<file path="src/rtl/sertx_pkg.sv">
package sertx_pkg;

    localparam int DATA_W  = 8;
    localparam int FRAME_W = DATA_W + 3;
    localparam int CNT_W   = $clog2(FRAME_W + 1);
    localparam int DIV_W   = 6;

    typedef enum logic [1:0] {
        MUL_X1  = 2'd0,
        MUL_X16 = 2'd1,
        MUL_X32 = 2'd2,
        MUL_X64 = 2'd3
    } mul_e;

    typedef enum logic [1:0] {
        LEN_5 = 2'd0,
        LEN_6 = 2'd1,
        LEN_7 = 2'd2,
        LEN_8 = 2'd3
    } len_e;

    typedef struct packed {
        len_e len;
        logic stop2;
        logic par_en;
        logic par_odd;
    } fmt_t;

    function automatic logic [DIV_W-1:0] div_last(mul_e m);
        case (m)
            MUL_X1:  return DIV_W'(0);
            MUL_X16: return DIV_W'(15);
            MUL_X32: return DIV_W'(31);
            default: return DIV_W'(63);
        endcase
    endfunction

    function automatic int unsigned data_bits(len_e l);
        return 5 + int'(l);
    endfunction

    // Bits after the start bit: data, parity, then stop ones (fill)
    function automatic logic [FRAME_W-1:0] build_frame(logic [DATA_W-1:0] d, fmt_t f);
        logic [FRAME_W-1:0] v;
        logic               p;
        int unsigned        nb;
        nb = data_bits(f.len);
        v  = '1;
        p  = f.par_odd;
        for (int i = 0; i < DATA_W; i++) begin
            if (i < nb) begin
                v[i] = d[i];
                p    = p ^ d[i];
            end
        end
        if (f.par_en) v[nb] = p;
        return v;
    endfunction

    function automatic logic [CNT_W-1:0] frame_rem(fmt_t f);
        return CNT_W'(data_bits(f.len) + 32'(f.par_en) + 1 + 32'(f.stop2));
    endfunction

endpackage

</file>
<file path="src/rtl/sertx_baud.sv">
module sertx_baud
    import sertx_pkg::*;
(
    input  logic clk,
    input  logic rst,
    input  logic txc,
    input  logic run,
    input  mul_e mul,
    output logic fall,
    output logic bit_end
);
    logic             txc_q;
    logic [DIV_W-1:0] cnt;
    logic [DIV_W-1:0] last;

    assign last    = div_last(mul);
    assign fall    = txc_q & ~txc;
    assign bit_end = run & fall & (cnt == last);

    always_ff @(posedge clk) begin
        if (rst) begin
            txc_q <= 1'b1;
            cnt   <= '0;
        end else begin
            txc_q <= txc;
            if (!run)
                cnt <= '0;
            else if (fall)
                cnt <= (cnt == last) ? '0 : cnt + 1'b1;
        end
    end


    cnt_range_chk: assert property (@(posedge clk) disable iff (rst)
        run |-> (cnt <= last));
endmodule

</file>
<file path="src/rtl/sertx_shift.sv">
module sertx_shift
    import sertx_pkg::*;
(
    input  logic              clk,
    input  logic              rst,
    input  logic              fall,
    input  logic              bit_end,
    input  logic              tx_en,
    input  logic              gate_ok,
    input  fmt_t              fmt,
    input  logic [DATA_W-1:0] wr_data,
    input  logic              wr_stb,
    output logic              txd,
    output logic              busy,
    output logic              tx_empty,
    output logic              all_sent
);
    logic [DATA_W-1:0]  buf_q;
    logic               buf_full;
    logic [FRAME_W-1:0] sh;
    logic [CNT_W-1:0]   rem;
    logic               slot;
    logic               launch;

    assign slot     = busy ? (bit_end && rem == '0) : fall;
    assign launch   = slot & buf_full & tx_en & gate_ok;
    assign tx_empty = ~buf_full;
    assign all_sent = ~buf_full & ~busy;

    always_ff @(posedge clk) begin
        if (rst) begin
            buf_q    <= '0;
            buf_full <= 1'b0;
            sh       <= '1;
            rem      <= '0;
            busy     <= 1'b0;
            txd      <= 1'b1;
        end else begin
            if (launch) begin
                sh       <= build_frame(buf_q, fmt);
                rem      <= frame_rem(fmt);
                busy     <= 1'b1;
                txd      <= 1'b0;
                buf_full <= 1'b0;
            end else if (busy && bit_end) begin
                if (rem == '0) begin
                    busy <= 1'b0;
                    txd  <= 1'b1;
                end else begin
                    txd <= sh[0];
                    sh  <= {1'b1, sh[FRAME_W-1:1]};
                    rem <= rem - 1'b1;
                end
            end
            if (wr_stb && !buf_full) begin
                buf_q    <= wr_data;
                buf_full <= 1'b1;
            end
        end
    end


    txd_quiet_chk: assert property (@(posedge clk) disable iff (rst)
        !fall |=> $stable(txd));

    buf_hold_chk: assert property (@(posedge clk) disable iff (rst)
        (buf_full && !launch) |=> $stable(buf_q));

    start_en_chk: assert property (@(posedge clk) disable iff (rst)
        $rose(busy) |-> $past(tx_en));

    start_gate_chk: assert property (@(posedge clk) disable iff (rst)
        $rose(busy) |-> $past(gate_ok));
endmodule

</file>
<file path="src/rtl/sertx_modem.sv">
module sertx_modem (
    input  logic clk,
    input  logic rst,
    input  logic cts_n,
    input  logic auto_en,
    input  logic rts_cmd,
    input  logic all_sent,
    output logic gate_ok,
    output logic rts_n,
    output logic cts_chg
);
    logic [2:0] cts_s;

    assign gate_ok = ~auto_en | ~cts_s[1];

    always_ff @(posedge clk) begin
        if (rst) begin
            cts_s   <= 3'b111;
            cts_chg <= 1'b0;
            rts_n   <= 1'b1;
        end else begin
            cts_s   <= {cts_s[1:0], cts_n};
            cts_chg <= cts_s[1] ^ cts_s[2];
            if (rts_cmd)
                rts_n <= 1'b0;
            else if (all_sent)
                rts_n <= 1'b1;
        end
    end


    rts_on_chk: assert property (@(posedge clk) disable iff (rst)
        rts_cmd |=> !rts_n);

    rts_hold_chk: assert property (@(posedge clk) disable iff (rst)
        (!rts_n && !all_sent) |=> !rts_n);
endmodule

</file>
<file path="src/rtl/sertx_top.sv">
module sertx_top
    import sertx_pkg::*;
(
    input  logic              clk,
    input  logic              rst,
    input  logic              txc,
    input  logic              tx_en,
    input  logic [1:0]        mult,
    input  logic [1:0]        clen,
    input  logic              stop2,
    input  logic              par_en,
    input  logic              par_odd,
    input  logic              auto_en,
    input  logic              rts_cmd,
    input  logic              cts_n,
    input  logic [DATA_W-1:0] wr_data,
    input  logic              wr_stb,
    output logic              txd,
    output logic              rts_n,
    output logic              tx_empty,
    output logic              all_sent,
    output logic              cts_chg
);
    fmt_t fmt;
    logic fall, bit_end, busy, gate_ok;

    assign fmt.len     = len_e'(clen);
    assign fmt.stop2   = stop2;
    assign fmt.par_en  = par_en;
    assign fmt.par_odd = par_odd;

    sertx_baud u_baud (
        .clk(clk), .rst(rst), .txc(txc), .run(busy), .mul(mul_e'(mult)),
        .fall(fall), .bit_end(bit_end)
    );

    sertx_shift u_shift (
        .clk(clk), .rst(rst), .fall(fall), .bit_end(bit_end), .tx_en(tx_en),
        .gate_ok(gate_ok), .fmt(fmt), .wr_data(wr_data), .wr_stb(wr_stb),
        .txd(txd), .busy(busy), .tx_empty(tx_empty), .all_sent(all_sent)
    );

    sertx_modem u_modem (
        .clk(clk), .rst(rst), .cts_n(cts_n), .auto_en(auto_en),
        .rts_cmd(rts_cmd), .all_sent(all_sent), .gate_ok(gate_ok),
        .rts_n(rts_n), .cts_chg(cts_chg)
    );


    idle_mark_chk: assert property (@(posedge clk) disable iff (rst)
        all_sent |-> txd);
endmodule

</file>
<file path="config.mk">
export PLATFORM = sky130hd
export DESIGN_NAME = sertx_top
export DESIGN_NICKNAME = d
export VERILOG_FILES = /design/src/rtl/sertx_pkg.sv /design/src/rtl/sertx_baud.sv /design/src/rtl/sertx_shift.sv /design/src/rtl/sertx_modem.sv /design/src/rtl/sertx_top.sv
export SDC_FILE = /design/constraint.sdc
export NUM_CORES = 1
export LEC_CHECK = 0
export CAP_MARGIN = 40
export CORE_ASPECT_RATIO = 1.25
export CORE_MARGIN = 2
export CORE_UTILIZATION = 60
export CTS_BUF_LIST = sky130_fd_sc_hd__clkbuf_2 sky130_fd_sc_hd__clkbuf_4 sky130_fd_sc_hd__clkbuf_8
export DETAILED_ROUTE_END_ITERATION = 7
export PLACE_DENSITY = 0.9
export REMOVE_ABC_BUFFERS = 1
export SLEW_MARGIN = 10
export SYNTH_ARGS = -nofsm -noshare
export SYNTH_HDL_FRONTEND = slang
export SYNTH_HIERARCHICAL = 1
export SYNTH_SLANG_ARGS = --single-unit
</file>
<file path="constraint.sdc">
create_clock -name clk -period 7.1 [get_ports clk]
set_input_delay 1.42 -clock clk [delete_from_list [all_inputs] [get_ports clk]]
set_output_delay 1.42 -clock clk [all_outputs]
set_load 0.02 [all_outputs]
</file>
==> flow_summary_export.csv <==
group,metric,value,unit
final_layout,utilization,74.5,%
yosys,synth_seq_cells,38,
setup_path,crit_chain,"clkdlybuf4s50_1, nor2b_1, and3_1, and2_1, and2_1, a21oi_1, nor2_1, o21ai_0, o211ai_2",
timing,layout_min_cycle_time,4050,ps
setup_path,cp-startpoint,"txc",
yosys,async_flop_share,0,%
global_route,grt_antenna_before_repair,0,
timing,finalCritPeriodShare,57.1,%
setup_path,start_kind,"primary input",
run_status,status,"completed",
global_route,grt_max_degree,36,
floorplan,row_count,23,
setup_path,path_max_fanout,12,
yosys,yosys-top-cells-count,"nand2_1 (39), dfxtp_1 (38), a21oi_1 (17), nor2_1 (13), ha_1 (11)",
yosys,syn_inst,231,
setup_path,cp_data_required_time,7330,ps
drt,firstDrtPassIters,5,
setup_path,path_buf_inv,1,
timing,rsz0062_at_grt,"false",
setup_path,reg2reg_depth,9,
yosys,seq_area_frac_synth,38.3,%
setup_path,crit_type,"in2reg",
cts,clkTransAtPathRegs,70,ps
hold_path,hold_depth,1,
drt,wirelength,4.15,mm
timing,slew_viol_final,0,
final_layout,drive_gt1_share,5.08,%
timing,hold_viol,0,
cts,cts_tree,"built",
setup_path,crit_path_top_delay_cell,"nor2_1",
timing,max_slew_margin,43.1,%
setup_path,crit_path_max_incr_delay,610,ps
cts,clk_latency,290,ps
yosys,yosysWarnings,6,
yosys,yosysTopAreaCellShare,38.3,%
cts,cts-root-buf,"clkbuf_8",
drt,drc,0,
yosys,syn_avg_cell_area,8.60,sq um
floorplan,start_util,62.2,%
hold_path,hp-start,"u_modem/cts_s[0]",
drt,drt-wirelength-per-cell,14.1,microns
global_route,grtUsageTotal,24.5,%
place,place_hpwl,2.90,mm
setup_path,reg2reg_slack,4140,ps
yosys,yosysTopAreaCell,"dfxtp_1",
yosys,synthMostInstantiatedCell,"nand2_1",
setup_path,r2r_start,"u_baud/cnt[2]",
hold_path,hp-class,"reg2reg",
cts,numCtsBuffers,5,
final_layout,nets,291,
place,io_buffer_count,27,
floorplan,die_w,55.5,microns
final_layout,multi_input_area,1140,sq um
pwr,irDropWorstVdd,0.153,mV
setup_path,cp_common_cell,"and2_1",
setup_path,cp-end-kind,"register",
global_route,grt_pass1_wl,7.18,mm
pwr,power.leakage,0.000909,uW
cts,cts_buffer_depth,2,
drt,ant_nets,0,
timing,worst_slack,3050,ps
cts,postCtsHoldBufs,0,
yosys,synth_top_cells_by_area,"dfxtp_1 (38%), nand2_1 (7.4%), ha_1 (6.9%)",
place,place_congestion,0.867,
flow_run,max_cap_viol_count,0,
timing,worstMarginPinSlew,850,ps
timing,setup-violations-final,0,
cts,cts_resized,0,
drt,vias,1740,
floorplan,io_pins,28,
final_layout,area_delta_synth_final,19.8,%
drt,drt-initial-drc-count,73,
yosys,synth_cell_types,45,
timing,max_freq,247,MHz
setup_path,critPathArrivalTime,4280,ps
timing,setup_tns,0,ps
yosys,netlist_area,1990,sq um
cts,post-cts-setup-buffers,0,
place,dp_worst_setup_slack,2810,ps
floorplan,die_area,3790,sq um
final_layout,seq_area,761,sq um
cts,cts.sink_count,38,
cts,htreeDepth,2,
global_route,grt_pass1_vias,1618,
floorplan,die_y,68.3,microns
setup_path,crit_family,"simple AND/OR/NAND/NOR gates",
final_layout,antennaDiodeCount,0,
global_route,grt_overflow,0,
pwr,power_density,206,nW/um^2
final_layout,nFillCells,247,
hold_path,min_delay_worst_endpoint,"u_modem/cts_s[1]",
timing,skew,5.66,ps
setup_path,r2r-end,"u_shift/sh[5]",
yosys,synth_edf_count,0,
yosys,synth_top_flop_cell,"dfxtp_1",
floorplan,core_area,3190,sq um
drt,viasPerCell,5.94,
## flip-flops by register name (all words and copies together), names as in the netlist
signal and count:
u_baud/cnt 6, u_shift/buf_full 1, u_shift/txd 1, u_shift/buf_q 8
u_shift/sh 11, u_shift/rem 4, u_modem/rts_n 1, u_shift/busy 1
u_modem/cts_s 3, u_baud/txc_q 1, u_modem/cts_chg 1
## kinds of logic after synthesis
kind of cell | Yosys count | synth area share, %
AOI/OAI and AO/OA | 45 | 16.1
and+or+nand+nor | 97 | 24.4
buffers and inverters | 20 | 4.09
xor gates and xnor gates | 16 | 7.75
DFF | 38 | 38.3
adders and majority gates | 12 | 7.93
muxes | 3 | 1.51
## worst max-delay path by stage
| stage | endpoint | slack, ps | cells after the start |
|---|---|---|---|
| after floorplan | u_shift/rem[3] | 3630 | 8 |
| after global placement | u_shift/sh[5] | 2950 | 9 |
| after detailed placement | u_shift/rem[3] | 2810 | 9 |
| after CTS | u_shift/rem[3] | 3070 | 9 |
| after global routing | u_shift/rem[3] | 2810 | 9 |
| final | u_shift/sh[5] | 3050 | 9 |
## stage by stage
step                std cells  total power (uW)  instance area (sq um)  hold WS [ps]
floorplan                 221               274                   1940           383
global placement          286               303                   2270           391
detailed placement        286               305                   2270           392
CTS                       293               491                   2380           412
global route              293               510                   2380           429
finish                    293               489                   2380           407
## worst reg2reg max path: cells and delay by family, from the launching register on
kind | cells | cell delay [ps]
simple gates | 5 | 1850
mux | 1 | 130
flops | 1 | 370
compound gates | 3 | 560
## final cells by class
class                   instances  area share [%]
repair buffers                 28            11.7
clock inverters                 1            1.26
clock buffers                   6            3.47
flip-flops and latches         38            32.0
well taps                      37            1.95
inverters                      10            1.58
multi-input cells             173            48.1
## layer usage
layer | vias to the layer above | GRT usage, % | wire [microns]
li1 | 863 | - | -
met5 | - | 0 | 0
met2 | 71 | 44.5 | 2120
met4 | 0 | 12.8 | 74
met3 | 8 | 5.67 | 279
met1 | 798 | 26.9 | 1670
## where the power goes
part / switching, uW / internal [uW] / total (uW)
logic: 37.4 / 37.5 / 74.9
clock network: 75.6 / 112 / 188
registers: 5.99 / 220 / 226
## cell usage in the layout, fill, tap and decap left out, types with 7 or more instances in the layout
master,count
nand2_1,39
nor2_1,13
a21oi_1,17
inv_1,10
dfxtp_1,38
clkdlybuf4s50_1,27
xnor2_1,9
a221oi_1,7
nor3_1,7
ha_1,11
Note: power is estimated with default switching activity, not from simulation.
